--- config.mk ---
export PLATFORM = sky130hd
export DESIGN_NAME = spim_regbus
export DESIGN_NICKNAME = d
export VERILOG_FILES = /design/src/rtl/spim_pkg.sv /design/src/rtl/spim_baud.sv /design/src/rtl/spim_shift.sv /design/src/rtl/spim_regs.sv /design/src/rtl/spim_regbus.sv
export SDC_FILE = /design/constraint.sdc
export NUM_CORES = 1
export LEC_CHECK = 0
export ABC_AREA = 1
export BUFFER_PORTS_ARGS = -buffer_cell sky130_fd_sc_hd__clkbuf_2
export CORE_MARGIN = 2
export CORE_UTILIZATION = 50
export DETAILED_ROUTE_END_ITERATION = 8
export GPL_TIMING_DRIVEN = 0
export PLACE_DENSITY_LB_ADDON = 0.05
export RECOVER_POWER = 25
export SYNTH_ARGS = -nofsm -noshare
export SYNTH_HDL_FRONTEND = slang
export SYNTH_SLANG_ARGS = --single-unit
--- constraint.sdc ---
create_clock -name clk -period 8.55 [get_ports clk]
set_clock_uncertainty 0.05 [all_clocks]
set_input_delay 0 -clock clk [delete_from_list [all_inputs] [get_ports clk]]
set_output_delay 0 -clock clk [all_outputs]
set_load 0.01 [all_outputs]
--- src/rtl/spim_pkg.sv ---
package spim_pkg;

    localparam int MAX_BITS = 32;
    localparam int LEN_W    = $clog2(MAX_BITS + 1);
    localparam int NBYTES   = MAX_BITS / 8;

    localparam logic [3:0] A_CTRL = 4'h0;
    localparam logic [3:0] A_STAT = 4'h1;
    localparam logic [3:0] A_BAUD = 4'h2;
    localparam logic [3:0] A_CMDL = 4'h3;
    localparam logic [3:0] A_CMDH = 4'h4;
    localparam logic [3:0] A_DAT0 = 4'h8;

    typedef struct packed {
        logic rx_ie;
        logic en;
        logic tx_ie;
        logic err_ie;
        logic master;
        logic rsv2;
        logic tx_only;
        logic rsv0;
    } ctrl_t;

    typedef struct packed {
        logic [2:0] dly_en;
        logic       lsb_first;
        logic [3:0] len_code;
        logic       keep_sel;
        logic [4:0] rsv;
        logic       cpol;
        logic       cpha;
    } cmd_t;

    typedef struct packed {
        logic rxf;
        logic txe;
        logic ovr;
    } stat_t;

    function automatic logic [LEN_W-1:0] frame_bits(input logic [3:0] code);
        logic [LEN_W-1:0] n;
        case (code)
            4'd0:    n = LEN_W'(20);
            4'd1:    n = LEN_W'(24);
            4'd2:    n = LEN_W'(32);
            4'd3, 4'd4, 4'd5, 4'd6: n = LEN_W'(8);
            default: n = LEN_W'(code) + LEN_W'(1);
        endcase
        return n;
    endfunction

    function automatic logic [7:0] stat_byte(input stat_t s);
        return {s.rxf, 1'b0, s.txe, 4'b0000, s.ovr};
    endfunction

endpackage

--- src/rtl/spim_baud.sv ---
module spim_baud #(
    parameter int DIV_W = 8
) (
    input  logic             clk,
    input  logic             rst,
    input  logic             run,
    input  logic [DIV_W-1:0] div,
    output logic             tick
);
    logic [DIV_W-1:0] cnt;

    always_ff @(posedge clk) begin
        if (rst || !run)      cnt <= '0;
        else if (cnt == div)  cnt <= '0;
        else                  cnt <= cnt + 1'b1;
    end

    assign tick = run && (cnt == div);

    assert_tick_bound_R1: assert property (@(posedge clk) disable iff (rst)
        run |-> (cnt <= div));
endmodule

--- src/rtl/spim_shift.sv ---
module spim_shift
    import spim_pkg::*;
#(
    parameter int NB = MAX_BITS,
    parameter int LW = LEN_W
) (
    input  logic          clk,
    input  logic          rst,
    input  logic          start,
    input  logic          abort,
    input  logic          tick,
    input  logic [NB-1:0] tx_word,
    input  logic [LW-1:0] len,
    input  logic          cpol,
    input  logic          cpha,
    input  logic          lsbf,
    input  logic          miso,
    output logic          busy,
    output logic          sclk,
    output logic          mosi,
    output logic          done,
    output logic [NB-1:0] rx_word
);
    localparam int HALF_W = LW + 1;

    logic [HALF_W-1:0] half;
    logic [NB-1:0]     tsh, rsh, rsh_nxt;
    logic [LW-1:0]     len_q;
    logic              pol_q, pha_q, lsb_q, sck_q;
    logic              leading, samp, shft, last;
    logic [LW-1:0]     rx_amt, tx_amt;

    assign leading = ~half[0];
    assign samp    = busy && tick && (pha_q ? ~leading : leading);
    assign shft    = busy && tick && (pha_q ? (leading && half != '0) : ~leading);
    assign last    = (half == ({len_q, 1'b0} - HALF_W'(1)));
    assign done    = busy && tick && last && !abort;

    always_comb begin
        rsh_nxt = rsh;
        if (samp) rsh_nxt = lsb_q ? {miso, rsh[NB-1:1]} : {rsh[NB-2:0], miso};
    end

    assign rx_amt  = LW'(NB) - len_q;
    assign tx_amt  = LW'(NB) - len;
    assign rx_word = lsb_q ? (rsh_nxt >> rx_amt) : rsh_nxt;
    assign sclk    = busy ? sck_q : cpol;
    assign mosi    = busy ? (lsb_q ? tsh[0] : tsh[NB-1]) : 1'b0;

    always_ff @(posedge clk) begin
        if (rst) begin
            busy  <= 1'b0;
            half  <= '0;
            sck_q <= 1'b0;
            tsh   <= '0;
            rsh   <= '0;
            len_q <= '0;
            pol_q <= 1'b0;
            pha_q <= 1'b0;
            lsb_q <= 1'b0;
        end else if (abort) begin
            busy <= 1'b0;
        end else if (start && !busy) begin
            busy  <= 1'b1;
            half  <= '0;
            sck_q <= cpol;
            tsh   <= lsbf ? tx_word : (tx_word << tx_amt);
            rsh   <= '0;
            len_q <= len;
            pol_q <= cpol;
            pha_q <= cpha;
            lsb_q <= lsbf;
        end else if (busy && tick) begin
            half  <= half + 1'b1;
            sck_q <= ~sck_q;
            rsh   <= rsh_nxt;
            if (shft) tsh <= lsb_q ? (tsh >> 1) : (tsh << 1);
            if (last) begin
                busy  <= 1'b0;
                sck_q <= pol_q;
            end
        end
    end

    assert_half_bound_R2: assert property (@(posedge clk) disable iff (rst)
        busy |-> (half < {len_q, 1'b0}));
    assert_done_ends_R1: assert property (@(posedge clk) disable iff (rst)
        done |=> !busy);
endmodule

--- src/rtl/spim_regs.sv ---
module spim_regs
    import spim_pkg::*;
#(
    parameter int DIV_W = 8
) (
    input  logic                clk,
    input  logic                rst,
    input  logic                bus_wr,
    input  logic                bus_rd,
    input  logic [3:0]          bus_addr,
    input  logic [7:0]          bus_wdata,
    output logic [7:0]          bus_rdata,
    input  logic                busy,
    input  logic                done,
    input  logic [MAX_BITS-1:0] rx_word,
    output ctrl_t               ctrl_q,
    output cmd_t                cmd_q,
    output logic [DIV_W-1:0]    baud_q,
    output logic [MAX_BITS-1:0] tx_word,
    output logic                start,
    output logic                abort,
    output stat_t               stat_q
);
    logic [MAX_BITS-9:0] stage;
    logic [MAX_BITS-1:0] rx_hold;
    logic                run_ok, rd_clear;

    assign run_ok   = ctrl_q.en && ctrl_q.master;
    assign abort    = !run_ok;
    assign rd_clear = bus_rd && (bus_addr == A_DAT0);
    assign start    = bus_wr && (bus_addr == A_DAT0) && run_ok && stat_q.txe;
    assign tx_word  = {stage, bus_wdata};

    always_ff @(posedge clk) begin
        if (rst) begin
            ctrl_q  <= '0;
            cmd_q   <= '0;
            baud_q  <= '0;
            stage   <= '0;
            rx_hold <= '0;
            stat_q  <= '{rxf: 1'b0, txe: 1'b1, ovr: 1'b0};
        end else begin
            if (bus_wr) begin
                case (bus_addr)
                    A_CTRL: ctrl_q <= ctrl_t'(bus_wdata & 8'hFA);
                    A_BAUD: baud_q <= DIV_W'(bus_wdata);
                    A_CMDL: cmd_q[7:0]  <= bus_wdata;
                    A_CMDH: cmd_q[15:8] <= bus_wdata;
                    A_STAT: if (!bus_wdata[0]) stat_q.ovr <= 1'b0;
                    default: ;
                endcase
                for (int b = 1; b < NBYTES; b++)
                    if (bus_addr == A_DAT0 + 4'(b)) stage[(b-1)*8 +: 8] <= bus_wdata;
            end

            if (start)                stat_q.txe <= 1'b0;
            else if (done || !run_ok) stat_q.txe <= 1'b1;

            if (done && !ctrl_q.tx_only) begin
                if (stat_q.rxf && !rd_clear) begin
                    stat_q.ovr <= 1'b1;
                end else begin
                    stat_q.rxf <= 1'b1;
                    rx_hold    <= rx_word;
                end
            end else if (rd_clear) begin
                stat_q.rxf <= 1'b0;
            end
        end
    end

    always_comb begin
        bus_rdata = '0;
        case (bus_addr)
            A_CTRL: bus_rdata = ctrl_q;
            A_STAT: bus_rdata = stat_byte(stat_q);
            A_BAUD: bus_rdata = 8'(baud_q);
            A_CMDL: bus_rdata = cmd_q[7:0];
            A_CMDH: bus_rdata = cmd_q[15:8];
            default: ;
        endcase
        for (int b = 0; b < NBYTES; b++)
            if (bus_addr == A_DAT0 + 4'(b)) bus_rdata = rx_hold[b*8 +: 8];
    end

    assert_txe_busy_R5: assert property (@(posedge clk) disable iff (rst)
        busy |-> !stat_q.txe);
    assert_txonly_norx_R6: assert property (@(posedge clk) disable iff (rst)
        (done && ctrl_q.tx_only && !rd_clear) |=> (stat_q.rxf == $past(stat_q.rxf)));
    assert_ovr_hold_R7: assert property (@(posedge clk) disable iff (rst)
        (done && !ctrl_q.tx_only && stat_q.rxf && !rd_clear) |=> (stat_q.ovr && $stable(rx_hold)));
    assert_rdclr_R8: assert property (@(posedge clk) disable iff (rst)
        (rd_clear && !done) |=> !stat_q.rxf);
endmodule

--- src/rtl/spim_regbus.sv ---
module spim_regbus
    import spim_pkg::*;
#(
    parameter int CLKDIV_W = 8
) (
    input  logic       clk,
    input  logic       rst,
    input  logic       bus_wr,
    input  logic       bus_rd,
    input  logic [3:0] bus_addr,
    input  logic [7:0] bus_wdata,
    output logic [7:0] bus_rdata,
    output logic       sclk,
    output logic       mosi,
    input  logic       miso,
    output logic       ss_n,
    output logic       irq,
    output logic       tx_dreq,
    output logic       rx_dreq
);
    ctrl_t                ctrl_q;
    cmd_t                 cmd_q;
    stat_t                stat_q;
    logic [CLKDIV_W-1:0]  baud_q;
    logic [MAX_BITS-1:0]  tx_word, rx_word;
    logic                 start, abort, busy, done, tick;

    spim_regs #(.DIV_W(CLKDIV_W)) u_regs (
        .clk(clk), .rst(rst), .bus_wr(bus_wr), .bus_rd(bus_rd),
        .bus_addr(bus_addr), .bus_wdata(bus_wdata), .bus_rdata(bus_rdata),
        .busy(busy), .done(done), .rx_word(rx_word),
        .ctrl_q(ctrl_q), .cmd_q(cmd_q), .baud_q(baud_q), .tx_word(tx_word),
        .start(start), .abort(abort), .stat_q(stat_q)
    );

    spim_baud #(.DIV_W(CLKDIV_W)) u_baud (
        .clk(clk), .rst(rst), .run(busy), .div(baud_q), .tick(tick)
    );

    spim_shift u_shift (
        .clk(clk), .rst(rst), .start(start), .abort(abort), .tick(tick),
        .tx_word(tx_word), .len(frame_bits(cmd_q.len_code)),
        .cpol(cmd_q.cpol), .cpha(cmd_q.cpha), .lsbf(cmd_q.lsb_first),
        .miso(miso), .busy(busy), .sclk(sclk), .mosi(mosi), .done(done),
        .rx_word(rx_word)
    );

    assign ss_n    = !(ctrl_q.en && ctrl_q.master && (busy || cmd_q.keep_sel));
    assign tx_dreq = stat_q.txe && ctrl_q.tx_ie;
    assign rx_dreq = stat_q.rxf && ctrl_q.rx_ie;
    assign irq     = tx_dreq || rx_dreq || (stat_q.ovr && ctrl_q.err_ie);

    assert_ss_busy_R10: assert property (@(posedge clk) disable iff (rst)
        busy |-> !ss_n);
    assert_dreq_irq_R9: assert property (@(posedge clk) disable iff (rst)
        (tx_dreq || rx_dreq) |-> irq);
endmodule

=== Yosys cells after proc, flatten, opt, wreduce, memory -nomap -nowiden ===
Index checks and enable logic that the tools add are counted.

* Logic and storage cells: 152
* Output and inout port bits: 14
* Input port bits: 17
* Bits in registers: 179

* Add/subtract/negate cells: 6
* Shift-type cells: 2
* Eq/ne operators: 17
* Bitwise gates (word level): 4
* Reduce and logical (&&, ||, !) cells: 53
* Multiplexer cells: 39

{| class="wikitable"
|+ Operators by type and width
! operator !! number
|-
| $mux W32 || 10
|-
| $pmux W8 S5 || 1
|-
| $mux W8 || 4
|-
| $shl A32 B6 Y32 || 1
|-
| $shr A32 B6 Y32 || 1
|-
| $pmux W6 S4 || 1
|-
| $reduce_and A2 Y1 || 12
|-
| $mux W1 || 21
|-
| $logic_and A1 B1 Y1 || 19
|-
| $eq A4 B2 Y1 const B || 4
|-
| $eq A4 B3 Y1 const B || 4
|-
| $eq A4 B4 Y1 const B || 4
|-
| $mux W7 || 2
|-
| $sub A6 B6 Y6 const A || 2
|-
| $reduce_bool A2 Y1 || 5
|-
| $add A8 B1 Y8 const B || 1
|-
| $eq A4 B1 Y1 const B || 2
|-
| $eq A8 B8 Y1 || 1
|-
| $logic_not A4 Y1 || 2
|-
| $add A7 B1 Y7 const B || 1
|-
| $eq A7 B7 Y1 || 1
|-
| $reduce_bool A7 Y1 || 1
|-
| $sub A7 B1 Y7 const B || 1
|-
| $add A4 B1 Y5 const B || 1
|-
| 7 further kinds || 19
|}

=== Logic depth before layout (Yosys ltp) ===
* Depth in word-level cells: 8
* Depth in mapped cells: 22
* Gate-level depth less buffers: 19

=== By module ===
Synthesis repeated with hierarchy kept, for this count alone.

* Cells, all modules: 2340
* Area, all modules: 13624.3 um^2

{| class="wikitable"
|+ Modules (own cells, without submodules)
! module !! area each (um^2) !! sequential area each (um^2) !! cells each !! times used
|-
| spim_shift || 8933.6 || 1641.6 || 1675 || 1
|-
| spim_regs || 3973.8 || 1781.7 || 551 || 1
|-
| spim_baud || 483.0 || 160.2 || 73 || 1
|-
| spim_regbus || 234.0 || 0.0 || 41 || 1
|}

=== Worst setup path after synthesis ===
OpenSTA, ideal clock, no wires.

* Kind: register to register
* Start: register u_regs.cmd_q[8] (netlist name)
* End: register u_shift.tsh[21]
* Period minus slack after synthesis: 3220 ps
* Setup slack: 5330 ps
* Setup time: 117 ps
* Data arrival time: 3053 ps
* Cell stages (with the launch flop): 21
* Cells stage by stage: dfxtp_1 > inv_1 > ha_1 > nor3_1 > nor2_1 > o21ai_4 > nand3_4 > buf_6 > buf_2 > ha_1 > clkbuf_1 > clkinv_1 > clkbuf_1 > o211ai_1 > nand3_1 > nand2_1 > nand2_1 > o21ai_1 > nor2_1 > nor2_1 > nor2_1

* Longest elaborated chain between the ends: 7
* Elaborated cells on any way between the ends: 14
* Those cells by class: add/sub: 2; eq/ne: 6; shift: 1; mux: 3; reduce/logical: 2

{| class="wikitable"
|+ Ends and longest elaborated chain
! item !! RTL line !! source
|-
| branches (longest 2 deep; another with $add A4 B1 Y5) || n/a ||
|-
| $pmux W6 S4 * || spim_pkg.sv:43 || <nowiki>case (code)</nowiki>
|-
| $sub A6 B6 Y6 * || spim_shift.sv:45 || <nowiki>assign tx_amt = LW'(NB) - len;</nowiki>
|-
| $shl A32 B6 Y32 * || spim_shift.sv:67 || <nowiki>tsh <= lsbf ? tx_word : (tx_word << tx_amt);</nowiki>
|-
| $mux W32 * || spim_shift.sv:67 ||
|-
| $mux W32 * || spim_shift.sv:63 || <nowiki>end else if (start && !busy) begin</nowiki>
|-
| end signal, assigned || spim_shift.sv:67 ||
|-
| end signal, assigned || spim_shift.sv:77 || <nowiki>if (shft) tsh <= lsb_q ? (tsh >> 1) : (tsh << 1);</nowiki>
|-
| end, declared || spim_shift.sv:27 || <nowiki>logic [NB-1:0] tsh, rsh, rsh_nxt;</nowiki>
|}

Mark *: on every way between the ends.
A chain may end at the register's enable or synchronous reset.

=== Worst setup path after layout ===
* Start: register u_regs.cmd_q[8] (netlist name)
* End: register u_shift.tsh[11]

* Longest elaborated chain between the ends: 7
* Elaborated cells on any way between the ends: 14
* Those cells by class: add/sub: 2; eq/ne: 6; shift: 1; mux: 3; reduce/logical: 2

{| class="wikitable"
|+ Ends and longest elaborated chain
! item !! RTL line
|-
| branches (longest 2 deep; another with $add A4 B1 Y5) || n/a
|-
| $pmux W6 S4 * || spim_pkg.sv:43
|-
| $sub A6 B6 Y6 * || spim_shift.sv:45
|-
| $shl A32 B6 Y32 * || spim_shift.sv:67
|-
| $mux W32 * || spim_shift.sv:67
|-
| $mux W32 * || spim_shift.sv:63
|}

Marks and branches as above.

==> out/qor.csv <==
metric,value,unit
fin_crit,4640,ps
finalSetupViolCount,0,
ant_nets,0,
startpoint_type,register,
place_inst,2586,
ir_worst_vdd,0.0909,mV
ys_seq_elements,179,
die_x,166,um
fmax,215,MHz
area_growth,8.55,%
cap_violations,0,
finalHoldViolCount,0,
start_util,0.507,
instances_no_fill,2623,
grt_pass1_vias,15000,
die_h,166,um
cts_resized,0,
crit_type,register to register,
dieArea,0.0276,mm2
synth_area_leaders,"dfxtp_1 (27%), nand2_1 (19%), nand3_1 (14%), a21oi_1 (6.7%), o21ai_0 (5.9%)",
grt_pass1_wl,85600,um
rsz0062_at_grt,false,
fin_nets,2300,
synth_edf_count,0,
ys_seq_area_frac,0.273,
relSlewSlack,0.165,
max_slew.worst_pin.slew,1250,ps
antenna_found_initial,0,
synth.most_common_cell,nand2_1,
worst_setup_path_end_kind,register,
crit_fanout,10,
hpwl,44100,um
route.detailed.drc,0,
cts_tree,done,
grt_overflow,0,
required,8880,ps
syn_inst,2228,
status,completed,
pwr-share-seq,0.439,
place_congestion,1.06,
slowest_delay,450,ps
avgSynthCellArea,5.89,um2
synth_top_area_share,0.273,
path_delay_family,buffers and inverters,
boundaryPins,31,
yosys_most_used_dff,dfxtp_1,
synth_area,0.0131,mm2
cts_hold_buf,4,
wl_per_cell,21.4,um
synth.net_count,2254,
path_buf_inv,6,
num_rows,59,
core_area,0.0259,mm2
netlist-cell-type-count,47,
p_sw_frac,0.322,
clockPowerShare,0.411,
power_frac_comb,0.150,
cts_htree_levels,4,
intPower,0.00130,W
initialDrtViolationCount,1885,
cts_buffers,17,
grt_start_max_net_pins,19,
io_buffer_count,23,
clk_pin_slew,80,ps
ctsRootBufferMaster,clkbuf_16,
post-cts-setup-buffers,0,
worstPathArrival,4970,ps
maxSlewViolCount,0,
drive_gt1_frac,0.0630,
cts_sinks,179,
synth_warnings,0,
clk_latency,450,ps
power_density,135,mW/mm2
via_count,16100,
crit_top_cell,nand2_1,
synthTopCellsByCount,"nand2_1 (680), nand3_1 (376), inv_1 (191)",
vias_per_cell,6.14,
grtUsageTotal,0.399,
worstHoldPathType,primary input to register,
cts_max_path_buffers,2,
yosysTopAreaCell,dfxtp_1,
p_sw,0.000617,W
first_pass_iters,9,
wl,56200,um
fillers,2812,
fin_tns_setup,0,ps
async_reset_ff_frac,0,
final.period_utilization,0.543,
p_leak,6.40,nW
crit_chain,inv_1 > ha_1 > nor3_1 > nor2_1 > o21ai_4 > nand3_4 > buf_6 > buf_2 > ha_1 > clkbuf_1 > clkinv_1 > clkbuf_1 > nand2_1 > nand3_1 > nand2_1 > nand2_1 > nand2_1 > nand2_1 > a21oi_1,
critPathSlowestCell,dfxtp_1,
==> worst reg2reg max path: cells and delay by family, from the launching register on <==
| kind | cells | cell delay [ps] |
|---|---|---|
| buffers and inverters | 6 | 1760 |
| AND/OR/NAND/NOR | 9 | 1370 |
| adder cells (fa/ha/maj) | 2 | 590 |
| flip-flops | 1 | 450 |
| AO/OA/AOI/OAI | 2 | 360 |
==> stage by stage <==
stage               worst slack, ps  instance area, um2  power [W]  utilization  hold WS, ps
finish                         3910               14200    0.00192        0.550         9.18
global route                   3550               14200    0.00197        0.550         50.7
CTS                            4070               14300    0.00191        0.551         2.92
detailed placement             4090               13700    0.00114        0.527          406
global placement               4140               13700    0.00114        0.527          397
floorplan                      5330               13100    0.00104            -          140
==> kinds of logic after synthesis <==
kind of cell / synth area share
AOI/OAI and AO/OA: 0.179
xor gates and xnor gates: 0.00791
adders and majority gates: 0.00858
buffers and inverters: 0.112
DFF: 0.273
and+or+nand+nor: 0.419
==> power groups by stage <==
stage	clock (W)	combinational (W)	sequential, W
finish	0.000788	0.000287	0.000843
floorplan	0	0.000182	0.000860
CTS	0.000789	0.000278	0.000842
global route	0.000820	0.000309	0.000843
global placement	0	0.000275	0.000862
detailed placement	0	0.000276	0.000862
==> worst paths after layout <==
kind	cells after the start	end	slack (ps)	from
setup / recovery	19	u_shift.tsh[11]$_SDFFE_PP0P_	3910	u_regs.cmd_q[8]$_SDFFE_PP0P_
hold / removal	5	u_regs.stat_q[0]$_SDFF_PP0_	9	bus_addr[3]
hold reg to reg	2	u_regs.cmd_q[5]$_SDFFE_PP0P_	420	u_regs.cmd_q[5]$_SDFFE_PP0P_
setup reg to reg	19	u_shift.tsh[11]$_SDFFE_PP0P_	3910	u_regs.cmd_q[8]$_SDFFE_PP0P_
==> metal layers <==
metal,vias up,GRT usage,wire length (um)
met5,-,0,0
met1,7399,0.484,21500
met3,233,0.0705,5120
li1,7558,-,-
met2,924,0.648,25400
met4,0,0.269,4270
==> sequential cells by signal (all words and copies together) (netlist names) <==
name	cells
u_regs.stat_q	3
u_shift.sck_q	1
u_shift.pha_q	1
u_shift.half	7
u_shift.tsh	32
u_regs.ctrl_q	6
u_regs.rx_hold	32
u_shift.rsh	32
u_regs.stage	24
u_shift.lsb_q	1
u_regs.cmd_q	16
u_baud.cnt	8
u_shift.len_q	6
u_shift.pol_q	1
u_shift.busy	1
u_regs.baud_q	8
==> area by class of cell <==
| cell class | instances | area (um2) | area share |
|---|---|---|---|
| multi-input combinational | 1687 | 8050 | 0.565 |
| tap | 335 | 419 | 0.0294 |
| clock buffer | 18 | 429 | 0.0301 |
| inverter | 213 | 801 | 0.0562 |
| clock inverter | 14 | 140 | 0.00984 |
| buffer | 149 | 672 | 0.0472 |
| timing repair buffer | 27 | 150 | 0.0105 |
| antenna | 1 | 2.50 | 0.000176 |
| sequential | 179 | 3580 | 0.252 |
==> layout by cell type (no fill, tap or decap), drive strengths merged, types with 13 or more instances in the layout <==
cell type	n
a21oi	176
buf	58
nand3	383
a221oi	42
nand4	57
inv	213
or2	14
o21ai	173
o22ai	13
nor2	87
dfxtp	179
nand2	686
clkbuf	132
No activity file was read; power rests on OpenSTA's default activity.
